==> config.mk <==
export PLATFORM = sky130hd
export DESIGN_NAME = gpio_edge_ctrl
export DESIGN_NICKNAME = d
export VERILOG_FILES = /design/src/rtl/gpio_edge_ctrl.sv
export SDC_FILE = /design/constraint.sdc
export NUM_CORES = 1
export LEC_CHECK = 0
export BUFFER_PORTS_ARGS = -buffer_cell sky130_fd_sc_hd__buf_2
export CAP_MARGIN = 0
export CELL_PAD_IN_SITES_DETAIL_PLACEMENT = 1
export CELL_PAD_IN_SITES_GLOBAL_PLACEMENT = 1
export CORE_MARGIN = 10
export CORE_UTILIZATION = 41
export DETAILED_ROUTE_END_ITERATION = 8
export PLACE_DENSITY = 0.75
export SLEW_MARGIN = 10
export SYNTH_ARGS = -nofsm -noshare
export SYNTH_HDL_FRONTEND = slang
export SYNTH_SLANG_ARGS = --single-unit
==> constraint.sdc <==
create_clock -name clk -period 2.1 [get_ports clk]
set_input_delay 0.21 -clock clk [delete_from_list [all_inputs] [get_ports clk]]
set_output_delay 0.21 -clock clk [all_outputs]
set_load 0.02 [all_outputs]
==> src/rtl/gpio_edge_ctrl.sv <==
module gpio_edge_ctrl #(
  parameter int NUM_BANKS = 2,
  parameter logic [NUM_BANKS*8-1:0] DRV_BASES  = {8'h3B, 8'h2B},
  parameter logic [NUM_BANKS*8-1:0] SNS_BASES  = {8'h43, 8'h33},
  parameter logic [NUM_BANKS*8-1:0] PEND_ADDRS = {8'h0C, 8'h0B},
  parameter logic [NUM_BANKS*8-1:0] MASK_ADDRS = {8'h1A, 8'h19},
  parameter logic [NUM_BANKS*8-1:0] AUX_ADDRS  = {8'h1C, 8'h1B}
) (
  input  logic                     clk,
  input  logic                     rst_n,
  input  logic [7:0]               bus_addr,
  input  logic [7:0]               bus_wdata,
  input  logic                     bus_wr,
  input  logic                     bus_rd,
  output logic [7:0]               bus_rdata,
  input  logic [NUM_BANKS*8-1:0]   pin_in,
  output logic [NUM_BANKS*8-1:0]   pad_out,
  output logic [NUM_BANKS*8-1:0]   pad_oe,
  output logic [NUM_BANKS*8-1:0]   pad_od,
  output logic [NUM_BANKS*8-1:0]   pull_en,
  output logic [NUM_BANKS*16-1:0]  pull_sel,
  output logic                     irq
);
  localparam int BANK  = 8;
  localparam int NPINS = NUM_BANKS * BANK;

  function automatic logic [7:0] slot(input logic [NUM_BANKS*8-1:0] bases,
                                      input int b, input int k);
    return bases[b*8 +: 8] + 8'(k);
  endfunction

  logic [5:0]       drv  [NPINS];
  logic [1:0]       mode [NPINS];
  logic [NPINS-1:0] pend, mask, aux;
  logic [NPINS-1:0] sync1, sync2, last;
  logic [NPINS-1:0] hit, clr;
  logic [7:0]       rd_mux;
  logic             mapped;

  always_ff @(posedge clk) begin
    if (!rst_n) begin
      sync1 <= '0;
      sync2 <= '0;
      last  <= '0;
    end else begin
      sync1 <= pin_in;
      sync2 <= sync1;
      last  <= sync2;
    end
  end

  always_comb begin
    for (int p = 0; p < NPINS; p++)
      hit[p] = (mode[p][1] & sync2[p] & ~last[p]) |
               (mode[p][0] & ~sync2[p] & last[p]);
  end

  always_ff @(posedge clk) begin
    if (!rst_n) begin
      for (int p = 0; p < NPINS; p++) begin
        drv[p]  <= '0;
        mode[p] <= '0;
      end
      mask <= '0;
      aux  <= '0;
    end else if (bus_wr) begin
      for (int b = 0; b < NUM_BANKS; b++) begin
        for (int k = 0; k < BANK; k++) begin
          if (bus_addr == slot(DRV_BASES, b, k)) drv[b*BANK+k]  <= bus_wdata[5:0];
          if (bus_addr == slot(SNS_BASES, b, k)) mode[b*BANK+k] <= bus_wdata[2:1];
        end
        if (bus_addr == slot(MASK_ADDRS, b, 0)) mask[b*BANK +: BANK] <= bus_wdata;
        if (bus_addr == slot(AUX_ADDRS, b, 0))  aux[b*BANK +: BANK]  <= bus_wdata;
      end
    end
  end

  always_comb begin
    clr = '0;
    for (int b = 0; b < NUM_BANKS; b++)
      if (bus_wr && bus_addr == slot(PEND_ADDRS, b, 0))
        clr[b*BANK +: BANK] = bus_wdata;
  end

  always_ff @(posedge clk) begin
    if (!rst_n) pend <= '0;
    else        pend <= (pend & ~clr) | hit;
  end

  assign irq = |(pend & ~mask);

  always_comb begin
    rd_mux = '0;
    mapped = 1'b0;
    for (int b = 0; b < NUM_BANKS; b++) begin
      for (int k = 0; k < BANK; k++) begin
        if (bus_addr == slot(DRV_BASES, b, k)) begin
          rd_mux = {2'b00, drv[b*BANK+k]};
          mapped = 1'b1;
        end
        if (bus_addr == slot(SNS_BASES, b, k)) begin
          rd_mux = {5'b0, mode[b*BANK+k], sync2[b*BANK+k]};
          mapped = 1'b1;
        end
      end
      if (bus_addr == slot(PEND_ADDRS, b, 0)) begin
        rd_mux = pend[b*BANK +: BANK];
        mapped = 1'b1;
      end
      if (bus_addr == slot(MASK_ADDRS, b, 0)) begin
        rd_mux = mask[b*BANK +: BANK];
        mapped = 1'b1;
      end
      if (bus_addr == slot(AUX_ADDRS, b, 0)) begin
        rd_mux = aux[b*BANK +: BANK];
        mapped = 1'b1;
      end
    end
  end

  always_ff @(posedge clk) begin
    if (!rst_n)      bus_rdata <= '0;
    else if (bus_rd) bus_rdata <= rd_mux;
  end

  genvar gp;
  generate
    for (gp = 0; gp < NPINS; gp++) begin : g_pin
      assign pad_out[gp]           = drv[gp][0];
      assign pad_od[gp]            = drv[gp][4];
      assign pull_en[gp]           = drv[gp][3];
      assign pull_sel[2*gp +: 2]   = drv[gp][2:1];
      assign pad_oe[gp]            = drv[gp][5] & ~(drv[gp][4] & drv[gp][0]);

      p_edge_sets_r5: assert property (@(posedge clk) disable iff (!rst_n)
        hit[gp] |=> pend[gp])
        else $error("selected edge did not set pending bit");

      p_idle_mode_r5: assert property (@(posedge clk) disable iff (!rst_n)
        (!pend[gp] && mode[gp] == 2'b00) |=> !pend[gp])
        else $error("pending set with detection off");

      p_hold_r6: assert property (@(posedge clk) disable iff (!rst_n)
        (pend[gp] && !clr[gp]) |=> pend[gp])
        else $error("pending bit dropped without a clear");

      p_clear_r6: assert property (@(posedge clk) disable iff (!rst_n)
        (clr[gp] && !hit[gp]) |=> !pend[gp])
        else $error("write-one did not clear pending bit");
    end
  endgenerate

  p_oe_dir_r3: assert property (@(posedge clk) disable iff (!rst_n)
    !bus_wr |=> ((pad_oe & pad_od & pad_out) == '0))
    else $error("open-drain pad driven while high");

  p_irq_idle_r7: assert property (@(posedge clk) disable iff (!rst_n)
    (pend == '0) |-> !irq)
    else $error("interrupt without pending bit");

  p_unmapped_r9: assert property (@(posedge clk) disable iff (!rst_n)
    (bus_rd && !mapped) |=> (bus_rdata == 8'h00))
    else $error("unmapped read returned data");

  p_rdata_hold_r10: assert property (@(posedge clk) disable iff (!rst_n)
    (!bus_rd && $past(rst_n)) |=> $stable(bus_rdata))
    else $error("read data changed without a read");
endmodule

Yosys cells after proc, flatten, opt, wreduce, memory -nomap -nowiden:

Memories as Yosys holds them, arrays and structs flattened.
Index checks and enable logic that the tools add are counted.

* memory bits (writable): 128
* bits in registers: 104
* input bits: 36
* memories kept: 2

* eq/ne operators: 38
* mux-type cells: 201
* bitwise gates (word level): 197
* reduce and logical (&&, ||, !) cells: 7

Memory list
* drv: depth 16, bits a word 6, rd ports 16, clocked after memory_dff 0, wr ports 16, RTL line 32 `logic [5:0] drv [NPINS];`
* mode: depth 16, bits a word 2, rd ports 16, clocked after memory_dff 0, wr ports 16, RTL line 33 `logic [1:0] mode [NPINS];`

Operators by type and width (count)
* $mux W8: 39
* $eq A8 B6 Y1 const B: 21
* $mux W1: 129
* $mux W6: 17
* $and A1 B1 Y1: 96
* $eq A8 B7 Y1 const B: 11
* $not A1 Y1: 48
* $or A1 B1 Y1: 48
* $and A16 B16 Y16: 2
* $eq A8 B5 Y1 const B: 4
* $mux W2: 16
* $not A16 Y16: 2
* $eq A8 B4 Y1 const B: 2
* $or A16 B16 Y16: 1
* $reduce_or A16 Y1: 1
* $reduce_and A2 Y1: 4
* $logic_and A1 B1 Y1: 2

Depth between registers and ports, before layout:

Gate-level depths: netlist of the first run.

* word-level depth: 39
* mapped depth: 10

Worst setup path before layout of the first run:

No wires, ideal clock.

* kind: in2reg
* start point: in bus_addr[0]
* end point: mem drv[11][0] (netlist: drv[0][66]) (enable)
* path buffers: 3
* library setup time: 0.377 ns
* stages: 6
* arrival: 1.834 ns
* setup slack: -0.111 ns
* cell sequence: buf_2 > nor2b_1 > clkbuf_1 > buf_1 > nand2_1 > o21ai_0

RTL lines
* start: declaration: RTL line 11 `input logic [7:0] bus_addr,`
* end: declaration: RTL line 32

Worst setup path after layout of the first run:

* start point: in bus_addr[7]
* end point: reg bus_rdata[1]

* cells in the longest elaborated chain, start to end: 39
* elaborated cells on any way between the ends: 76
* classes of those cells: eq/ne: 38; mux: 38

RTL lines
* $eq A8 B6 Y1: RTL line 97 `if (bus_addr == slot(DRV_BASES, b, k)) begin`
* $mux W6: RTL line 97
* $mux W8: RTL line 101 `if (bus_addr == slot(SNS_BASES, b, k)) begin`
* $mux W8: RTL line 97
* $mux W8: RTL line 101
* $mux W8: RTL line 97
* $mux W8: RTL line 101
* $mux W8: RTL line 97
* [23 not listed]
* $mux W8: RTL line 101
* $mux W8: RTL line 97
* $mux W8: RTL line 101
* $mux W8: RTL line 97
* $mux W8: RTL line 101
* $mux W8: RTL line 106 `if (bus_addr == slot(PEND_ADDRS, b, 0)) begin`
* $mux W8: RTL line 110 `if (bus_addr == slot(MASK_ADDRS, b, 0)) begin`
* $mux W8 (*): RTL line 114 `if (bus_addr == slot(AUX_ADDRS, b, 0)) begin`
* end signal: assignment: RTL line 123 `else if (bus_rd) bus_rdata <= rd_mux;`
* end: declaration: RTL line 15 `output logic [7:0] bus_rdata,`

Every way passes the cells marked *; elsewhere a longest branch is shown, timed or not.
A chain may end at the register's enable or synchronous reset.

==> impl_metrics.toml, run 1 <==
[run_status]
status = "finished, final reports clean"

[synth]
synthCells = 1173
synth_ff_type = "edfxtp_1"
ys_types = 68
netlist_area_sq_um = 11330
synthArstFlopShare_pct = 0
syn_area_per_cell_sq_um = 9.658
ys_seq_elements = 232
ys_warn_count = 0
synth_nets = 1209
synth-seq-area-share_pct = 52.31
synth_edf_count = 128

[power_and_ir_drop]
p_int_mw = 8.054
p_sw_mw = 2.803
switching_share_pct = 25.82
p_per_area_nw_per_um2 = 773.3
power.total_mw = 10.86
combinationalPowerShare_pct = 11.2
p_leak_nw = 5.338
p_seq_share_pct = 47.9
ir_worst_vdd_mv = 0.6424
p_clk_share_pct = 40.9

[timing]
finalSetupTns_ns = 0
rsz0062_at_grt = "no"
fmax_mhz = 489.0
finalSetupViolCount = 0
whs_ns = 0.03442
period_needed_ns = 2.045
hold_violations = 0
worstMarginPinSlew_ns = 0.5667
clock_skew_ns = 0.01868
max_slew_margin_pct = 61.24
drv_slew = 0
min_period_over_period_pct = 97.38

[floorplan]
rows = 60
dieArea_sq_um = 34680
coreArea_sq_um = 27100
floorplan.initialDensity_pct = 41.80
die_h_um = 186.2
io_pins = 141
fp.dieW_um = 186.2

[worst_setup_path]
path_max_fanout = 9
cp-start-kind = "input pin"
cp.required_ns = 2.52
crit_type = "in2reg"
critical_path_arrival_ns = 2.47
end_kind = "flop"

[finish]
fin_nets = 1426
fillers = 3096
areaGrowthSynthToFinish_pct = 23.95
drive_gt1_share_pct = 27.82
antenna_cells = 0
final_area_sq_um = 14040
fin_cells = 1781

[worst_hold_path]
hold_path_class = "in2reg"

[place]
place_inst = 1717
gp_congestion = 0.9640
port_buffers = 140
place_hpwl_um = 33290
placed_cell_area_sq_um = 13030

[detailed_routing]
via_per_inst = 5.716
drt_iter0_drc = 906
wire_per_inst_um = 24.22
drcViolationCount = 0
drtAntennaViolNets = 0
dr.pass1.iters = 5
wl_um = 43130
vias = 10180

[clocking]
clkLatencyLatePin_ns = 0.54
root_buffer = "clkbuf_16"
cts_tree = "yes"
h-tree-depth = 1
clk_pin_slew_ns = 0.06
cts_buffer_depth = 3
cts_sinks = 232
cts_made_buffers = 25
postCtsSetupRepairBufs = 0

[global_routing]
gr-total-overflow = 0
antenna_found_initial = 0
grt_pass1_vias = 10534
grt_pass1_wl_um = 64160
grt.total_usage_pct = 24.46
grt_max_degree = 62

[job]
drv_cap = 0
placed cells by master (no fill, tap or decap), types with 11 or more instances in the layout:
cell type,count
a21boi_0,48
a21oi_1,50
a22oi_1,22
and2_1,53
buf_2,139
buf_4,187
clkbuf_16,25
dfxtp_1,104
dlygate4sd3_1,18
edfxtp_1,128
inv_1,34
nand2_1,119
nand3_1,61
nand3b_1,15
nor2_1,109
nor2b_1,12
nor3_1,24
o211ai_1,11
o21ai_0,53
o22ai_1,20
critical path, cell delays in order:
cell	delay, ns
buf_2	0.11
buf_4	0.15
buf_4	0.14
buf_4	0.12
nor4_1	0.04
buf_4	0.15
and2_1	0.17
buf_4	0.19
a22o_1	0.19
nor3_1	0.30
o2111ai_1	0.21
a211oi_2	0.36
o21ai_1	0.12
final timing paths:
| kind | startpoint | endpoint | slack, ns | cells past startpoint |
|---|---|---|---|---|
| max reg2reg | drv[0][30] | bus_rdata[0] | 0.12 | 8 |
| max | bus_addr[7] | bus_rdata[1] | 0.06 | 13 |
| min reg2reg | sync1[14] | sync2[14] | 0.42 | 1 |
| min | bus_wdata[2] | aux[2] | 0.03 | 3 |
routing by layer:
layer | vias up | GRT usage, % | share of wire, %
met4 | 0 | 10.13 | 4.4
met2 | 419 | 41.46 | 48
met5 | - | 0 | 0
li1 | 4587 | - | -
met3 | 88 | 4.133 | 7.5
met1 | 5086 | 30.22 | 41
cells by family after synthesis:
family | after synthesis | share of synthesized area, %
compound gates | 285 | 17.01
buf+inv | 190 | 9.233
flops | 232 | 52.31
mux | 19 | 1.789
simple gates | 447 | 19.66
synth_stat cells (14+ instances only):
cell type,number,area [sq um]
inv_1,34,127.6
edfxtp_1,128,3844
dfxtp_1,104,2082
nor3_1,24,120.1
nand2_1,119,446.7
buf_4,82,615.6
nand3_1,61,305.3
a21boi_0,48,360.4
nor2_1,109,409.1
a22oi_1,22,165.2
a21oi_1,50,250.2
nand3b_1,15,112.6
o21ai_0,54,270.3
o22ai_1,20,125.1
buf_2,20,100.1
and2_1,53,331.6
nor2b_1,14,87.58
clkbuf_1,48,180.2
cell type report:
class / count / area (sq um) / share of cell area [%]
clock inverter: 15 / 158.9 / 1.132
sequential: 232 / 5926 / 42.20
clock buffer: 31 / 658.1 / 4.687
timing repair buffer: 346 / 2320 / 16.52
multi-input combinational: 751 / 4385 / 31.23
tap: 372 / 465.4 / 3.315
inverter: 34 / 127.6 / 0.9089
stage by stage:
step | utilization, % | setup WS, ns
2_1_floorplan | - | 0.05117
3_3_place_gp | 48.07 | -0.4706
3_5_place_dp | 48.07 | -0.6175
4_1_cts | 51.76 | 0.08888
5_1_grt | 51.81 | 0.006959
6_report | 51.81 | 0.05506
state kept, by name, indices dropped and copies added (netlist names):
| register | flops |
|---|---|
| mode | 32 |
| mask | 16 |
| aux | 16 |
| pend | 16 |
| last | 16 |
| bus_rdata | 8 |
| sync2 | 16 |
| drv | 96 |
| sync1 | 16 |
power groups by stage:
stage | clock, mW | combinational (mW) | sequential [mW]
2_1_floorplan | 0 | 0.742 | 5.20
3_3_place_gp | 0 | 1.15 | 5.28
3_5_place_dp | 0 | 1.17 | 5.29
4_1_cts | 4.51 | 1.21 | 5.20
5_1_grt | 4.67 | 1.29 | 5.22
6_report | 4.44 | 1.22 | 5.20
what timing repair did:
item | in CTS | in global routing
resized for setup | 1 | 3
hold endpoints to repair | 22 | 0
hold buffers | 18 | 0
endpoints found under the setup margin | 1 | 2
(Power assumes the default switching activity.)
==> inputs of run 2 (changes only) <==
- ABC_AREA: not set -> 1
- CORE_MARGIN: 10 -> 4
- CORE_UTILIZATION: 41 -> 39
- PLACE_DENSITY: 0.75 -> 0.73
==> run 2 against run 1 <==
- the flow now finishes with violations (setup timing)
- maximum frequency shrank 24%
- combinational power decreased by 16%
- sequential cell count unchanged
- routed wire length fell by 11%
- clock power increased by 9.9%
- critical path depth up 1
- power grew 2.1%
- setup slack got worse by 0.65 ns
- non-clock buffer count is 9 higher
- sequential power about the same
- clock skew is 0.0098 ns lower
- largest power group unchanged
==> impl_metrics.toml, run 2 <==
[synth]
syn_area_per_cell_sq_um = 8.532
synth_nets = 1299
synth-seq-area-share_pct = 54.99
synthArstFlopShare_pct = 0
synth_most_common_cell = "nand2_1"
netlist_area_sq_um = 10780
synthTopCellsByCount = "279 x nand2_1, 175 x inv_1, 158 x nor2_1"
synthCells = 1263
synth_edf_count = 128
yosysTopAreaCellShare_pct = 35.67
yosysTopAreaCell = "edfxtp_1"
ys_types = 31
ys_warn_count = 0
ys_seq_elements = 232
synth_area_leaders = "edfxtp_1 36%, dfxtp_1 19%, nand2_1 9.7%"
synth_ff_type = "edfxtp_1"

[detailed_routing]
via_per_inst = 5.089
drcViolationCount = 0
dr.pass1.iters = 6
drt_iter0_drc = 759
vias = 9787
wire_per_inst_um = 19.87
wl_um = 38210
drtAntennaViolNets = 0

[place]
place_ws_ns = -1.310
gp_congestion = 0.9349
place_hpwl_um = 28720
place_inst = 1854
port_buffers = 140
placed_cell_area_sq_um = 12670

[global_routing]
grt_pass1_wl_um = 58770
grt_max_degree = 53
antenna_found_initial = 0
grt_pass1_vias = 10122
gr-total-overflow = 0
grt.total_usage_pct = 24.74

[timing]
worstMarginPinSlew_ns = 0.4924
min_period_over_period_pct = 128.5
fmax_mhz = 370.6
period_needed_ns = 2.698
clock_skew_ns = 0.008916
hold_violations = 0
finalSetupTns_ns = -2.984
worst_slack_ns = -0.5982
drv_slew = 0
max_slew_margin_pct = 67.14
rsz0062_at_grt = "yes"
finalSetupViolCount = 6

[floorplan]
fp.dieW_um = 174.2
floorplan.initialDensity_pct = 39.76
dieArea_sq_um = 30350
die_h_um = 174.2
io_pins = 141
rows = 60
coreArea_sq_um = 27100

[clocking]
clkLatencyLatePin_ns = 0.53
clk_pin_slew_ns = 0.06
cts_sinks = 232
cts_tree = "yes"
cts_made_buffers = 26
h-tree-depth = 1
root_buffer = "clkbuf_16"
cts_buffer_depth = 3

[worst_setup_path]
critPathLaunch = "drv[0][3]"
cp_common_cell = "nand2_1"
max_stage_delay_ns = 0.44
cp.required_ns = 2.50
cp-start-kind = "flop"
critPathBufInv = 0
critical_path_arrival_ns = 3.10
r2r_start = "drv[0][3]"
path_delay_family = "compound AO/OA/AOI/OAI gates"
path_max_fanout = 2
cp_cell_sequence = "nand2_1, nand3_2, a21oi_2, nand4_1, a221oi_2, o21ai_1, o22ai_2, nand3_2, a221oi_2, nand2_1, a221oi_4, nand4_1, nand2_1, a21oi_1"
cp_slowest_cell = "edfxtp_1"
end_kind = "flop"
crit_type = "reg2reg"

[finish]
final_cell_mix = "277 x nand2_1, 198 x buf_4, 173 x inv_1, 153 x nor2_1, 139 x buf_2"
final_area_sq_um = 13970
largest_reg_flops = 96
fin_nets = 1567
largest-register = "drv"
layout_commonest_cell = "nand2_1"
areaGrowthSynthToFinish_pct = 29.62
antenna_cells = 0
fillers = 3232
fin_cells = 1923
drive_gt1_share_pct = 28.88
top_regs = "drv: 96 flops, mode: 32 flops"

[worst_hold_path]
min_from = "bus_rd"
hold_path_class = "in2reg"

[power_and_ir_drop]
ir_worst_vdd_mv = 0.6346
power.total_mw = 11.08
p_per_area_nw_per_um2 = 793.3
p_leak_nw = 6.105

[run_status]
status = "finished with violations"
violations = "setup timing"

[job]
drv_cap = 0
-- run 2: cell type report --
class | instances | area (sq um) | share of cell area, %
flip-flops and latches | 232 | 5926 | 42.43
repair buffers | 355 | 2372 | 16.98
clock buffers | 36 | 780.7 | 5.590
clock inverters | 12 | 148.9 | 1.066
multi-input cells | 733 | 3587 | 25.68
inverters | 183 | 686.9 | 4.918
well taps | 372 | 465.4 | 3.332
-- run 2: repair_timing --
item                                    4_1_cts  5_1_grt
hold buffers                                 17        0
pin swaps                                    14       13
endpoints found under the setup margin        6        7
resized for setup                            25       12
hold endpoints to repair                     17        0
buffers inserted                              2        2
-- run 2: routing by layer --
| layer | GRT usage (%) | share of wire (%) |
|---|---|---|
| met1 | 33.44 | 43 |
| met4 | 6.631 | 2.5 |
| met2 | 41.17 | 48 |
| met5 | 0 | 0 |
| met3 | 4.415 | 6.6 |
-- run 2: worst paths after layout --
kind | end | slack [ns] | cells past startpoint
setup / recovery | bus_rdata[3] | -0.60 | 14
hold / removal | bus_rdata[5] | 0.04 | 3
setup reg to reg | bus_rdata[3] | -0.60 | 14
hold reg to reg | sync2[9] | 0.42 | 2
-- run 2: logic make-up after synthesis --
group | count (synthesis) | synth area share (%)
AND/OR/NAND/NOR | 551 | 21.77
buffers and inverters | 298 | 13.31
flip-flops | 232 | 54.99
AO/OA/AOI/OAI | 182 | 9.928
-- run 2: power by group --
group | internal (mW) | switching (mW)
clock | 2.97 | 1.91
combinational | 0.363 | 0.655
sequential | 5.01 | 0.170
total | 8.35 | 2.73
-- run 2: per-stage QoR --
step	hold WS, ns	util [%]
after floorplan	0.3076	-
after global placement	0.3931	46.74
after CTS	0.02428	51.27
after global routing	0.03924	51.54
after detailed placement	0.3956	46.74
final	0.04188	51.54
-- run 2: tightest hold or removal path, delay by kind of cell --
kind / cells / cell delay (ns)
AND/OR/NAND/NOR: 1 / 0.08
buffers and inverters: 1 / 0.16
AO/OA/AOI/OAI: 1 / 0.05
